### src/rtl/xpt_route_regs.sv
module xpt_route_regs #(
  parameter int NOUT = 9,
  parameter int NIN = 12,
  parameter logic [7:0] OUT_BASE = 8'h01,
  parameter logic [7:0] CLAMP_LO = 8'h1D,
  parameter logic [7:0] CLAMP_HI = 8'h1E
) (
  input  logic                 clk,
  input  logic                 rst_n,
  input  logic                 wr_en,
  input  logic [7:0]           wr_addr,
  input  logic [7:0]           wr_data,
  output logic [NOUT*NIN-1:0]  sel_onehot,
  output logic [NOUT-1:0]      out_en,
  output logic [2*NOUT-1:0]    gain_code,
  output logic [NIN-1:0]       clamp_sel
);
  localparam int HI_W = NIN - 8;
  localparam logic [4:0] MAX_CODE = 5'(NIN);
  localparam logic [NIN-1:0] ONE = {{(NIN-1){1'b0}}, 1'b1};

  logic [NOUT-1:0]   en_q;
  logic [2*NOUT-1:0] gain_q;
  logic [4:0]        code_q [NOUT];
  logic [NIN-1:0]    clamp_q;

  for (genvar k = 0; k < NOUT; k++) begin : g_out
    localparam logic [7:0] ADDR_K = 8'(OUT_BASE + k);
    logic hit;
    logic valid;
    assign hit = wr_en && (wr_addr == ADDR_K);
    assign valid = en_q[k] && (code_q[k] != 5'd0) && (code_q[k] <= MAX_CODE);

    always_ff @(posedge clk or negedge rst_n) begin
      if (!rst_n) begin
        en_q[k]          <= 1'b0;
        gain_q[2*k +: 2] <= 2'b00;
        code_q[k]        <= 5'd0;
      end else if (hit) begin
        en_q[k]          <= wr_data[7];
        gain_q[2*k +: 2] <= wr_data[6:5];
        code_q[k]        <= wr_data[4:0];
      end
    end

    assign sel_onehot[k*NIN +: NIN] = valid ? (ONE << (code_q[k] - 5'd1)) : '0;
  end

  always_ff @(posedge clk or negedge rst_n) begin
    if (!rst_n)
      clamp_q <= '0;
    else if (wr_en && wr_addr == CLAMP_LO)
      clamp_q[7:0] <= wr_data;
    else if (wr_en && wr_addr == CLAMP_HI)
      clamp_q[NIN-1:8] <= wr_data[HI_W-1:0];
  end

  assign out_en    = en_q;
  assign gain_code = gain_q;
  assign clamp_sel = clamp_q;
endmodule


### config.mk
export PLATFORM = sky130hd
export DESIGN_NAME = xpt_route_regs
export DESIGN_NICKNAME = d
export VERILOG_FILES = /design/src/rtl/xpt_route_regs.sv
export SDC_FILE = /design/constraint.sdc
export NUM_CORES = 1
export LEC_CHECK = 0
export BUFFER_PORTS_ARGS = -buffer_cell sky130_fd_sc_hd__buf_2
export CAP_MARGIN = 10
export CORE_MARGIN = 1.5
export CORE_UTILIZATION = 40
export CTS_BUF_LIST = sky130_fd_sc_hd__clkbuf_16
export DETAILED_ROUTE_END_ITERATION = 10
export PLACE_DENSITY = 0.63
export SLEW_MARGIN = 10
export SYNTH_ARGS = -nofsm -noshare
export SYNTH_HDL_FRONTEND = slang
export SYNTH_SLANG_ARGS = --single-unit
export TNS_END_PERCENT = 20
### constraint.sdc
create_clock -name clk -period 4.8 [get_ports clk]
set_input_delay 0.72 -clock clk [delete_from_list [all_inputs] [get_ports clk]]
set_output_delay 0.72 -clock clk [all_outputs]
set_load 0.02 [all_outputs]
**Word level (Yosys, flattened, before mapping)**

Cells that the tools add are included.

- Register bits: 84
- Bits in latches: 0
- Memory bits (writable): 0
- Memory bits (read-only): 0
- Bits of input ports: 19
- Output and inout bits: 147
- Memories kept: 0

- $add $sub $neg: 9
- Multiply operators: 0
- Divide/modulo/power cells: 0
- Magnitude comparators: 9
- Equal/unequal tests: 11
- Shifts and indexed selects: 9
- Mux-type cells: 9
- Bitwise logic cells: 1
- Reductions and logical operators: 39

Operators by type and width:

| cell | number |
|---|---|
| 12-bit 2-to-1 mux | 9 |
| 1-bit by 5-bit left shift with 12-bit output, first input constant | 9 |
| 5-bit by 4-bit less-or-equal comparator with 1-bit output, second input constant | 9 |
| 5-bit nonzero test | 9 |
| 5-bit by 1-bit subtractor with 5-bit output, second input constant | 9 |
| 8-bit by 3-bit == test with 1-bit output, second input constant | 4 |
| 1-bit logical AND | 29 |
| 8-bit by 2-bit == test with 1-bit output, second input constant | 2 |
| 8-bit by 4-bit == test with 1-bit output, second input constant | 2 |
| 8-bit by 5-bit == test with 1-bit output, second input constant | 2 |
| 8-bit by 1-bit == test with 1-bit output, second input constant | 1 |
| 2-bit AND reduction | 1 |
| 1-bit inverter | 1 |

**Logic depth before layout (Yosys ltp)**

Gate-level depths: netlist of the first run.

- Word-level depth: 4
- Depth in mapped cells: 5

**Least setup slack after synthesis of the first run**

Ideal clock, no wire load.

- Kind: flip-flop to output port
- Start: register code_q[25] (netlist bit)
- End: output sel_onehot[41]
- Data arrival time: 1.944 ns
- Data required time: 4.080 ns
- Setup slack: 2.136 ns
- Cell stages (with the launch flop): 6
- Cell sequence: dfrtp_1 -> clkbuf_1 -> nor2_1 -> ha_1 -> nand2b_1 -> nor4b_1

- Longest elaborated chain between the ends: 4

Ends and longest elaborated chain:

| item | line | RTL |
|---|---|---|
| start: declaration | 24 | `logic [4:0] code_q [NOUT];` |
| start signal: indexed assignment | 42 | `code_q[k] <= wr_data[4:0];` |
| branches (longest 3 deep; another with 5-bit by 1-bit subtractor with 5-bit output) | - |  |
| 12-bit 2-to-1 mux * | 46 | `assign sel_onehot[k*NIN +: NIN] = valid ? (ONE << (code_q[k] - 5'd1)) : '0;` |
| end: declaration | 13 | `output logic [NOUT*NIN-1:0] sel_onehot,` |

Every way passes the cells marked *.

**Final worst setup path of the first run**

- Start: register code_q[10] (netlist bit)
- End: output sel_onehot[78]

The elaborated chain is that of the path after synthesis.

==> flow_summary_export.csv, run 1 <==
group,metric,value,unit
run_status,outcome,"complete, no violations",
setup_path,crit_chain,"nor2_1 > ha_1 > or3b_2 > nor2_1 > buf_2",
synth,yosysWarnings,0,
cts,cts_tree,"yes",
setup_path,critical_path_class,"reg -> out",
setup_path,cp_common_cell,"nor2_1",
power,power_density,270,nW/µm²
power,ir_worst_vdd,0.000187,V
setup_path,endpoint_kind,"primary output",
placement,port_buffers,165,
final_layout,diodes,0,
final_layout,seq_area,2100,µm²
setup_path,critPathTopFamily,"simple AND/OR/NAND/NOR gates",
power,p_clk_share,40.2,%
die,num_rows,40,
sta,timing.slew.headroom,29.3,%
route,drt_iter0_drc,204,
route,drt_wl_total,11900,µm
cts,cts_setup_buffers,0,
global_route,met1_usage,23.9,%
synth,ys_types,44,
cts,clk_pin_slew_worst_paths,0.06,ns
synth,async_flop_share,100,%
route,postRouteAntennaNets,0,
synth,yosys.area.top_type_share,42.5,%
placement,globalplace.congestion,0.835,
final_layout,layoutNonFillerInstCount,806,
route,wl_per_cell,14.8,µm
die,pin_count,166,
setup_path,required,4.08,ns
power,p_leak,0.00328,µW
setup_path,cp_num_buf_inv,1,
synth,synth_edf_count,0,
die,die_w,114,µm
power,power,1670,µW
cts,clock_latency,0.33,ns
setup_path,critPathArrivalTime,2.07,ns
placement,hpwl,8600,µm
route,dr.pass1.iters,4,
synth,avgSynthCellArea,10.3,µm²
sta,rsz0062_at_grt,"no",
synth,synth_top_cells_by_area,"dfrtp_1 42%, mux2_2 19%, ha_1 4.5%, nor2_1 4.5%, nor3_1 3.7%",
setup_path,cp-start-kind,"register",
synth,syn-cell-area,4950,µm²
global_route,grt_max_degree,85,
power,swShare,26.3,%
sta,fin_crit_sh,58.1,%
synth,syn_inst,482,
synth,synth.most_common_cell,"dfrtp_1",
route,drc,0,
placement,place_area,5890,µm²
final_layout,area_growth,24.9,%
cts,cts_sinks,84,
sta,fin_tns_setup,0,ns
power,switchingPower,439,µW
global_route,antenna_found_initial,0,
synth,synth_fp_nets,519,
synth,synth_area_leader_cell,"dfrtp_1",
final_layout,drive_gt1_share,43.1,%
final_layout,final_area,6180,µm²
final_layout,multiInputGateArea,2680,µm²
job,cap_violations,0,
sta,finalHoldViolCount,0,
cts,cts_resized,0,
setup_path,cp_slowest_cell,"or3b_2",
cts,cts_root_buffer,"clkbuf_16",
sta,tightest_slew,1.06,ns
sta,max_freq,0.359,GHz
global_route,grtUsageTotal,18.3,%
die,fp.dieArea,13100,µm²
route,vias,4117,
global_route,met3_usage,4.39,%
sta,setup_viol,0,
global_route,grt_pass1_vias,3721,
synth,yosysSeqAreaShare,42.5,%
placement,place_inst,790,
die,core,12100,µm²
synth,ys.flop_type,"dfrtp_1",
global_route,grt_pass1_wl,18800,µm
final_layout,nNetsFinal,670,
power,p_int,1230,µW
global_route,overflow,0,
cts,cts_max_level,3,
setup_path,cp_max_fo,9,
die,dieHeight,114,µm
global_route,gr-usage-met2,30.2,%
cts,numCtsBuffers,9,
synth,synth_common_cells,"84 x dfrtp_1, 82 x mux2_2, 59 x nor2_1",
sta,hold_ws,0.498,ns
die,start_util,41.0,%
route,viasPerCell,5.11,
global_route,top_usage_layer,"met2",
power,combPwrFrac,12.9,%
setup_path,cpPeakStageDelay,0.50,ns
final_layout,fillers,1113,
synth,ys_ff_latch,84,
power,seq_power_share,46.9,%
worst_hold_path,hold_path.class,"reg -> reg",
cts,clockBufferDepth,2,
sta,clock_skew,0,ns
cts,hold_buffers,0,
sta,fin_crit,2.79,ns
sta,slew_violations,0,
==> layer usage <==
layer | share of wire [%] | wire length, µm
met3 | 4.8 | 576
met2 | 48 | 5730
met4 | 1.4 | 164
met1 | 46 | 5430
met5 | 0 | 0
==> metrics by stage <==
step | utilization (%) | setup slack, ns
after global placement | 48.9 | 2.42
after global routing | 51.3 | 1.89
after floorplan | - | 2.14
after detailed placement | 48.9 | 2.37
after CTS | 51.3 | 2.01
final | 51.3 | 2.01
==> path summary, 6_finish.rpt <==
check	start	end	slack [ns]	cells after the start
max	code_q[10]	sel_onehot[78]	2.01	5
min	clamp_sel[6]	clamp_sel[6]	0.50	1
max reg2reg	code_q[25]	code_q[25]	3.89	1
min reg2reg	clamp_sel[6]	clamp_sel[6]	0.50	1
max in group asynchronous	rst_n	gain_code[17]	3.53	1
min in group asynchronous	rst_n	gain_code[4]	0.55	1
==> logic make-up (layout without fill, tap and decap cells) <==
logic type	after synthesis	in the layout	share of synthesized area, %
simple gates	227	227	26.7
mux	88	88	19.9
flops	84	84	42.5
buf+inv	44	200	3.39
fa+ha+maj	18	18	4.55
compound gates	15	15	1.90
xor+xnor	6	6	1.06
==> placed cells by master, fill, tap and decap left out, types with 2 or more instances in the layout <==
cell,count
nor3_1,37
and2_1,3
o31ai_1,4
nor2_1,59
nor4_1,7
mux2_2,82
xnor2_1,4
mux2_1,2
o21ai_0,8
nor3b_1,6
nand4_1,10
nand2b_1,11
mux2i_1,4
or4_1,4
and4_1,2
nor2b_1,15
clkinvlp_4,2
clkbuf_16,9
nand2_1,17
buf_2,164
nand4_2,3
nand3_2,4
and3_1,5
nor4b_1,6
and4b_1,3
xor2_1,2
ha_1,18
dfrtp_1,84
nand3_1,12
nand3b_1,10
inv_1,20
or3_1,4
==> area by class of cell <==
type | count | share of cell area (%)
multi-input combinational | 354 | 43.4
timing repair buffer | 165 | 13.4
clock buffer | 9 | 3.64
tap | 168 | 3.40
inverter | 19 | 1.15
clock inverter | 7 | 1.07
sequential | 84 | 34.0
==> power groups by stage <==
stage / sequential (µW) / combinational (µW) / clock [µW]
floorplan: 795 / 140 / 0
global placement: 792 / 213 / 0
detailed placement: 795 / 218 / 0
CTS: 782 / 218 / 690
global route: 788 / 241 / 720
finish: 782 / 215 / 670
==> flip-flops by register name, summed over array words and instances (netlist names) <==
signal / count
out_en: 9
code_q: 45
clamp_sel: 12
gain_code: 18
No activity file was read; power rests on OpenSTA's default activity.
==> inputs of run 2 (changes only) <==
- clock period: 4.8 -> 2.9 ns (I/O delays scaled with it)
==> run 2 against run 1 <==
  * Worst setup slack worse by 1.6 ns
  * Die area did not move
  * Critical path type unchanged
  * Final cell count shrank 0.12%
  * Combinational power grew 67%
  * Count of clock-buffer cells in the layout did not move
  * Sequential power grew 65%
  * Wire length rose by 0.73%
  * Via count grew 0.58%
  * Critical endpoint is now sel_onehot[76]
  * Non-clock buffer count stayed put
==> flow_summary_export.csv, run 2 (synthesized netlist as in run 1, its figures left out) <==
group,metric,value,unit
run_status,outcome,"complete, no violations",
global_route,grt_pass1_vias,3766,
setup_path,cp_slowest_cell,"or3b_2",
cts,cts_max_level,3,
final_layout,multiInputGateArea,2680,µm²
sta,tightest_slew,1.04,ns
final_layout,diodes,0,
placement,place_inst,790,
cts,cts_root_buffer,"clkbuf_16",
setup_path,required,2.47,ns
setup_path,endpoint_kind,"primary output",
route,postRouteAntennaNets,0,
placement,globalplace.congestion,0.835,
sta,fin_tns_setup,0,ns
route,drt_iter0_drc,223,
route,viasPerCell,5.14,
sta,fin_crit_sh,86.5,%
final_layout,layout_commonest_cell,"buf_2",
final_layout,final_cell_mix,"164 x buf_2, 84 x dfrtp_1, 82 x mux2_2, 59 x nor2_1, 37 x nor3_1",
power,power_density,444,nW/µm²
die,dieHeight,114,µm
setup_path,cp_common_cell,"nor2_1",
cts,cts_resized,0,
setup_path,reg2reg_depth,1,
cts,cts_tree,"yes",
cts,clk_pin_slew_worst_paths,0.06,ns
setup_path,reg2reg_from,"code_q[20]",
die,start_util,41.0,%
setup_path,critical_path_class,"reg -> out",
route,vias,4141,
power,p_leak,0.00328,µW
sta,rsz0062_at_grt,"no",
sta,clock_skew,0,ns
setup_path,cpPeakStageDelay,0.50,ns
sta,slew_violations,0,
final_layout,largest_reg_flops,45,
die,pin_count,166,
cts,clock_latency,0.33,ns
final_layout,area_growth,24.8,%
final_layout,nNetsFinal,670,
route,dr.pass1.iters,6,
final_layout,layoutNonFillerInstCount,805,
global_route,antenna_found_initial,0,
final_layout,seq_area,2100,µm²
global_route,grtUsageTotal,18.4,%
sta,hold_ws,0.291,ns
job,cap_violations,0,
final_layout,drive_gt1_share,43.0,%
setup_path,r2r_end,"code_q[20]",
setup_path,cp_max_fo,9,
die,fp.dieArea,13100,µm²
route,wl_per_cell,14.9,µm
placement,hpwl,8610,µm
power,ir_worst_vdd,0.000242,V
cts,clockBufferDepth,2,
sta,finalHoldViolCount,0,
global_route,grt_max_degree,85,
die,num_rows,40,
worst_hold_path,hold_path.class,"in -> async",
sta,fin_crit,2.51,ns
setup_path,r2r_slack,1.99,ns
route,drt_wl_total,12000,µm
setup_path,cp-start-kind,"register",
die,core,12100,µm²
route,drc,0,
final_layout,final_area,6180,µm²
placement,port_buffers,165,
global_route,overflow,0,
global_route,grt_pass1_wl,18800,µm
final_layout,top_register,"code_q",
sta,timing.slew.headroom,31.0,%
cts,hold_buffers,0,
sta,setup_viol,0,
final_layout,fillers,1125,
placement,place_area,5890,µm²
setup_path,critPathArrivalTime,2.07,ns
cts,cts_sinks,84,
die,die_w,114,µm
cts,cts_setup_buffers,0,
setup_path,crit_chain,"nor2_1 > ha_1 > or3b_2 > nor2_1 > buf_2",
cts,numCtsBuffers,9,
sta,max_freq,0.399,GHz
run 2: per-layer routing:
layer / up-vias / track usage, % / part of all wire, %
met5: - / 0 / 0
met4: 0 / 4.58 / 0.87
met3: 11 / 4.66 / 4.8
met2: 95 / 31.0 / 48
met1: 2019 / 23.7 / 46
li1: 2016 / - / -
run 2: layout make-up:
cell class                      instances  area share (%)
Sequential cell                        84            34.0
Inverter                               19            1.15
Clock inverter                          6           0.952
Multi-Input combinational cell        354            43.4
Clock buffer                            9            3.65
Timing Repair Buffer                  165            13.4
Tap cell                              168            3.40
run 2: where the power goes:
group	switching, µW	internal [µW]
logic	214	144
registers	66.3	1230
clock network	434	655
run 2: worst max-delay path by stage:
stage | startpoint | endpoint | slack [ns]
final | code_q[10] | sel_onehot[76] | 0.39
after global routing | code_q[25] | sel_onehot[41] | 0.27
after CTS | code_q[10] | sel_onehot[76] | 0.38
after detailed placement | code_q[10] | sel_onehot[76] | 0.75
after global placement | code_q[10] | sel_onehot[78] | 0.81
after floorplan | code_q[25] | sel_onehot[41] | 0.52
run 2: critical path, delay by kind of cell (launching register included):
kind | cells | cell delay [ns]
buf+inv | 1 | 0.17
simple gates | 3 | 0.80
flops | 1 | 0.45
fa+ha+maj | 1 | 0.32
run 2: per-stage QoR:
step	utilization [%]	total power, µW	worst slack (ns)
floorplan	-	1550	0.521
global placement	48.9	1660	0.809
detailed placement	48.9	1680	0.750
CTS	51.2	2780	0.379
global route	51.2	2880	0.272
finish	51.2	2740	0.391
==> inputs of run 3 (changes only) <==
- CTS_BUF_LIST: sky130_fd_sc_hd__clkbuf_16 -> sky130_fd_sc_hd__clkbuf_8
- GPL_TIMING_DRIVEN: default -> 0
==> run 3 against run 2 <==
  * Critical path depth rose by 1
  * Combinational power up 10%
  * Hold slack worse by 0.27 ns
  * Worst setup slack got worse by 0.15 ns
  * Core utilization hardly changed
  * Critical endpoint unchanged
  * Non-clock buffer count increased by 22
  * Register-to-register slack worse by 0.11 ns
  * Highest routed layer unchanged
  * Clock skew unchanged
  * Clock power fell by 28%
  * Power is 11% lower
==> flow_summary_export.csv, run 3 (synthesized netlist as in run 1, its figures left out) <==
group,metric,value,unit
run_status,outcome,"complete, no violations",
job,cap_violations,0,
final_layout,multiInputGateArea,2680,µm²
power,power,2450,µW
placement,place_area,6000,µm²
sta,fin_tns_setup,0,ns
setup_path,cp_num_buf_inv,2,
final_layout,nNetsFinal,692,
placement,place_inst,812,
final_layout,top_register,"code_q",
setup_path,reg2reg_depth,2,
cts,hold_buffers,0,
sta,finalHoldViolCount,0,
cts,numCtsBuffers,9,
route,drt-met1-wl,5450,µm
setup_path,path_depth,6,
final_layout,final_area,6180,µm²
final_layout,area_growth,24.8,%
sta,slew_violations,0,
global_route,overflow,0,
die,dieHeight,114,µm
die,core,12100,µm²
cts,cts_sinks,84,
final_layout,drive_gt1_share,41.6,%
global_route,grt_pass1_wl,19500,µm
setup_path,critPathTopFamily,"simple AND/OR/NAND/NOR gates",
placement,globalplace.congestion,0.817,
cts,cts_root_buffer,"clkbuf_8",
die,num_rows,40,
final_layout,layoutNonFillerInstCount,827,
sta,rsz0062_at_grt,"no",
setup_path,critPathArrivalTime,2.22,ns
placement,hpwl,8950,µm
power,p_clk_share,32.1,%
global_route,antenna_found_initial,0,
final_layout,seq_area,2100,µm²
power,power_density,397,nW/µm²
cts,cts_resized,0,
setup_path,crit_chain,"clkbuf_1 > nor2_1 > ha_1 > or3b_2 > nor2_1 > buf_2",
final_layout,diodes,0,
route,viasPerCell,5.09,
setup_path,cp_common_cell,"nor2_1",
final_layout,final_cell_mix,"162 x buf_2, 84 x dfrtp_1, 82 x mux2_2, 59 x nor2_1, 37 x nor3_1",
global_route,grt_pass1_vias,3874,
cts,cts_setup_buffers,0,
sta,fin_crit,2.66,ns
placement,port_buffers,161,
setup_path,cpPeakStageDelay,0.50,ns
route,drt_wl_total,12100,µm
final_layout,largest_reg_flops,45,
cts,clockBufferDepth,2,
die,pin_count,166,
sta,setup_viol,0,
die,die_w,114,µm
route,drt_iter0_drc,181,
sta,timing.slew.headroom,51.3,%
power,swShare,28.0,%
sta,clock_skew,0,ns
sta,tightest_slew,0.730,ns
die,fp.dieArea,13100,µm²
global_route,grtUsageTotal,19.0,%
final_layout,fillers,1123,
cts,cts_tree,"yes",
power,ir_worst_vdd,0.000282,V
global_route,grt_max_degree,53,
setup_path,cp_max_fo,9,
sta,fin_crit_sh,91.6,%
setup_path,endpoint_kind,"primary output",
power,p_int,1770,µW
setup_path,cp-start-kind,"register",
die,start_util,41.0,%
route,dr.pass1.iters,4,
route,postRouteAntennaNets,0,
route,met3_length,601,µm
sta,max_freq,0.376,GHz
route,highest_layer,"met4",
setup_path,cp_slowest_cell,"or3b_2",
cts,cts_max_level,3,
route,drc,0,
cts,clk_pin_slew_worst_paths,0.08,ns
power,seq_power_share,51.8,%
power,combPwrFrac,16.1,%
setup_path,required,2.47,ns
cts,clock_latency,0.35,ns
power,p_leak,0.00327,µW
route,dr_wl_met2,5800,µm
worst_hold_path,hold_path.class,"in -> async",
power,switchingPower,686,µW
route,wl_per_cell,14.6,µm
route,vias,4213,
setup_path,critical_path_class,"reg -> out",
final_layout,layout_commonest_cell,"buf_2",
-- run 3: cell types whose count changed in the layout (fill, tap and decap cells not counted) --
cell | previous run | this run
buf_1 | 0 | 4
clkbuf_8 | 0 | 9
clkbuf_1 | 0 | 19
buf_2 | 164 | 162
inv_1 | 21 | 20
buf_16 | 0 | 1
clkbuf_16 | 9 | 0
clkinv_2 | 1 | 3
clkinvlp_4 | 1 | 0
-- run 3: layout make-up --
type / instances / share of cell area (%)
multi-input combinational: 354 / 43.4
sequential: 84 / 34.0
timing repair buffer: 162 / 13.5
tap: 168 / 3.40
clock buffer: 9 / 2.00
buffer: 25 / 1.56
inverter: 19 / 1.15
clock inverter: 6 / 0.932
-- run 3: stage by stage --
step	utilization [%]	hold slack, ns	worst slack [ns]
2_1_floorplan	-	0.139	0.521
5_1_grt	51.2	0.0427	0.0553
6_report	51.2	0.0244	0.242
4_1_cts	51.2	0.0244	0.228
3_3_place_gp	49.5	0.472	0.666
3_5_place_dp	49.7	0.415	0.630
-- run 3: worst paths after layout --
kind                              startpoint  slack, ns              to
worst max register to register    code_q[25]       1.88      code_q[25]
worst min-delay path                   rst_n       0.02    gain_code[4]
worst min register to register  clamp_sel[6]       0.49    clamp_sel[6]
max in group asynchronous              rst_n       2.27       code_q[7]
min in group clk                  wr_data[1]       0.33    clamp_sel[9]
worst max-delay path              code_q[10]       0.24  sel_onehot[76]
-- run 3: power groups by stage --
stage / clock, µW / sequential [µW] / combinational, µW
finish: 788 / 1270 / 394
global placement: 0 / 1290 / 381
CTS: 816 / 1270 / 399
detailed placement: 0 / 1290 / 398
floorplan: 0 / 1320 / 232
global route: 862 / 1280 / 440
-- run 3: metal layers --
metal  up-vias  track usage, %
met2       102            31.3
met4         0            6.83
met1      2022            24.8
li1       2070               -
met3        19            3.86
met5         -               0
-- run 3: worst reg2reg max path, stage by stage, from the launching register on --
cell	delay, ns
dfrtp_1	0.38
clkbuf_1	0.21
mux2_2	0.31
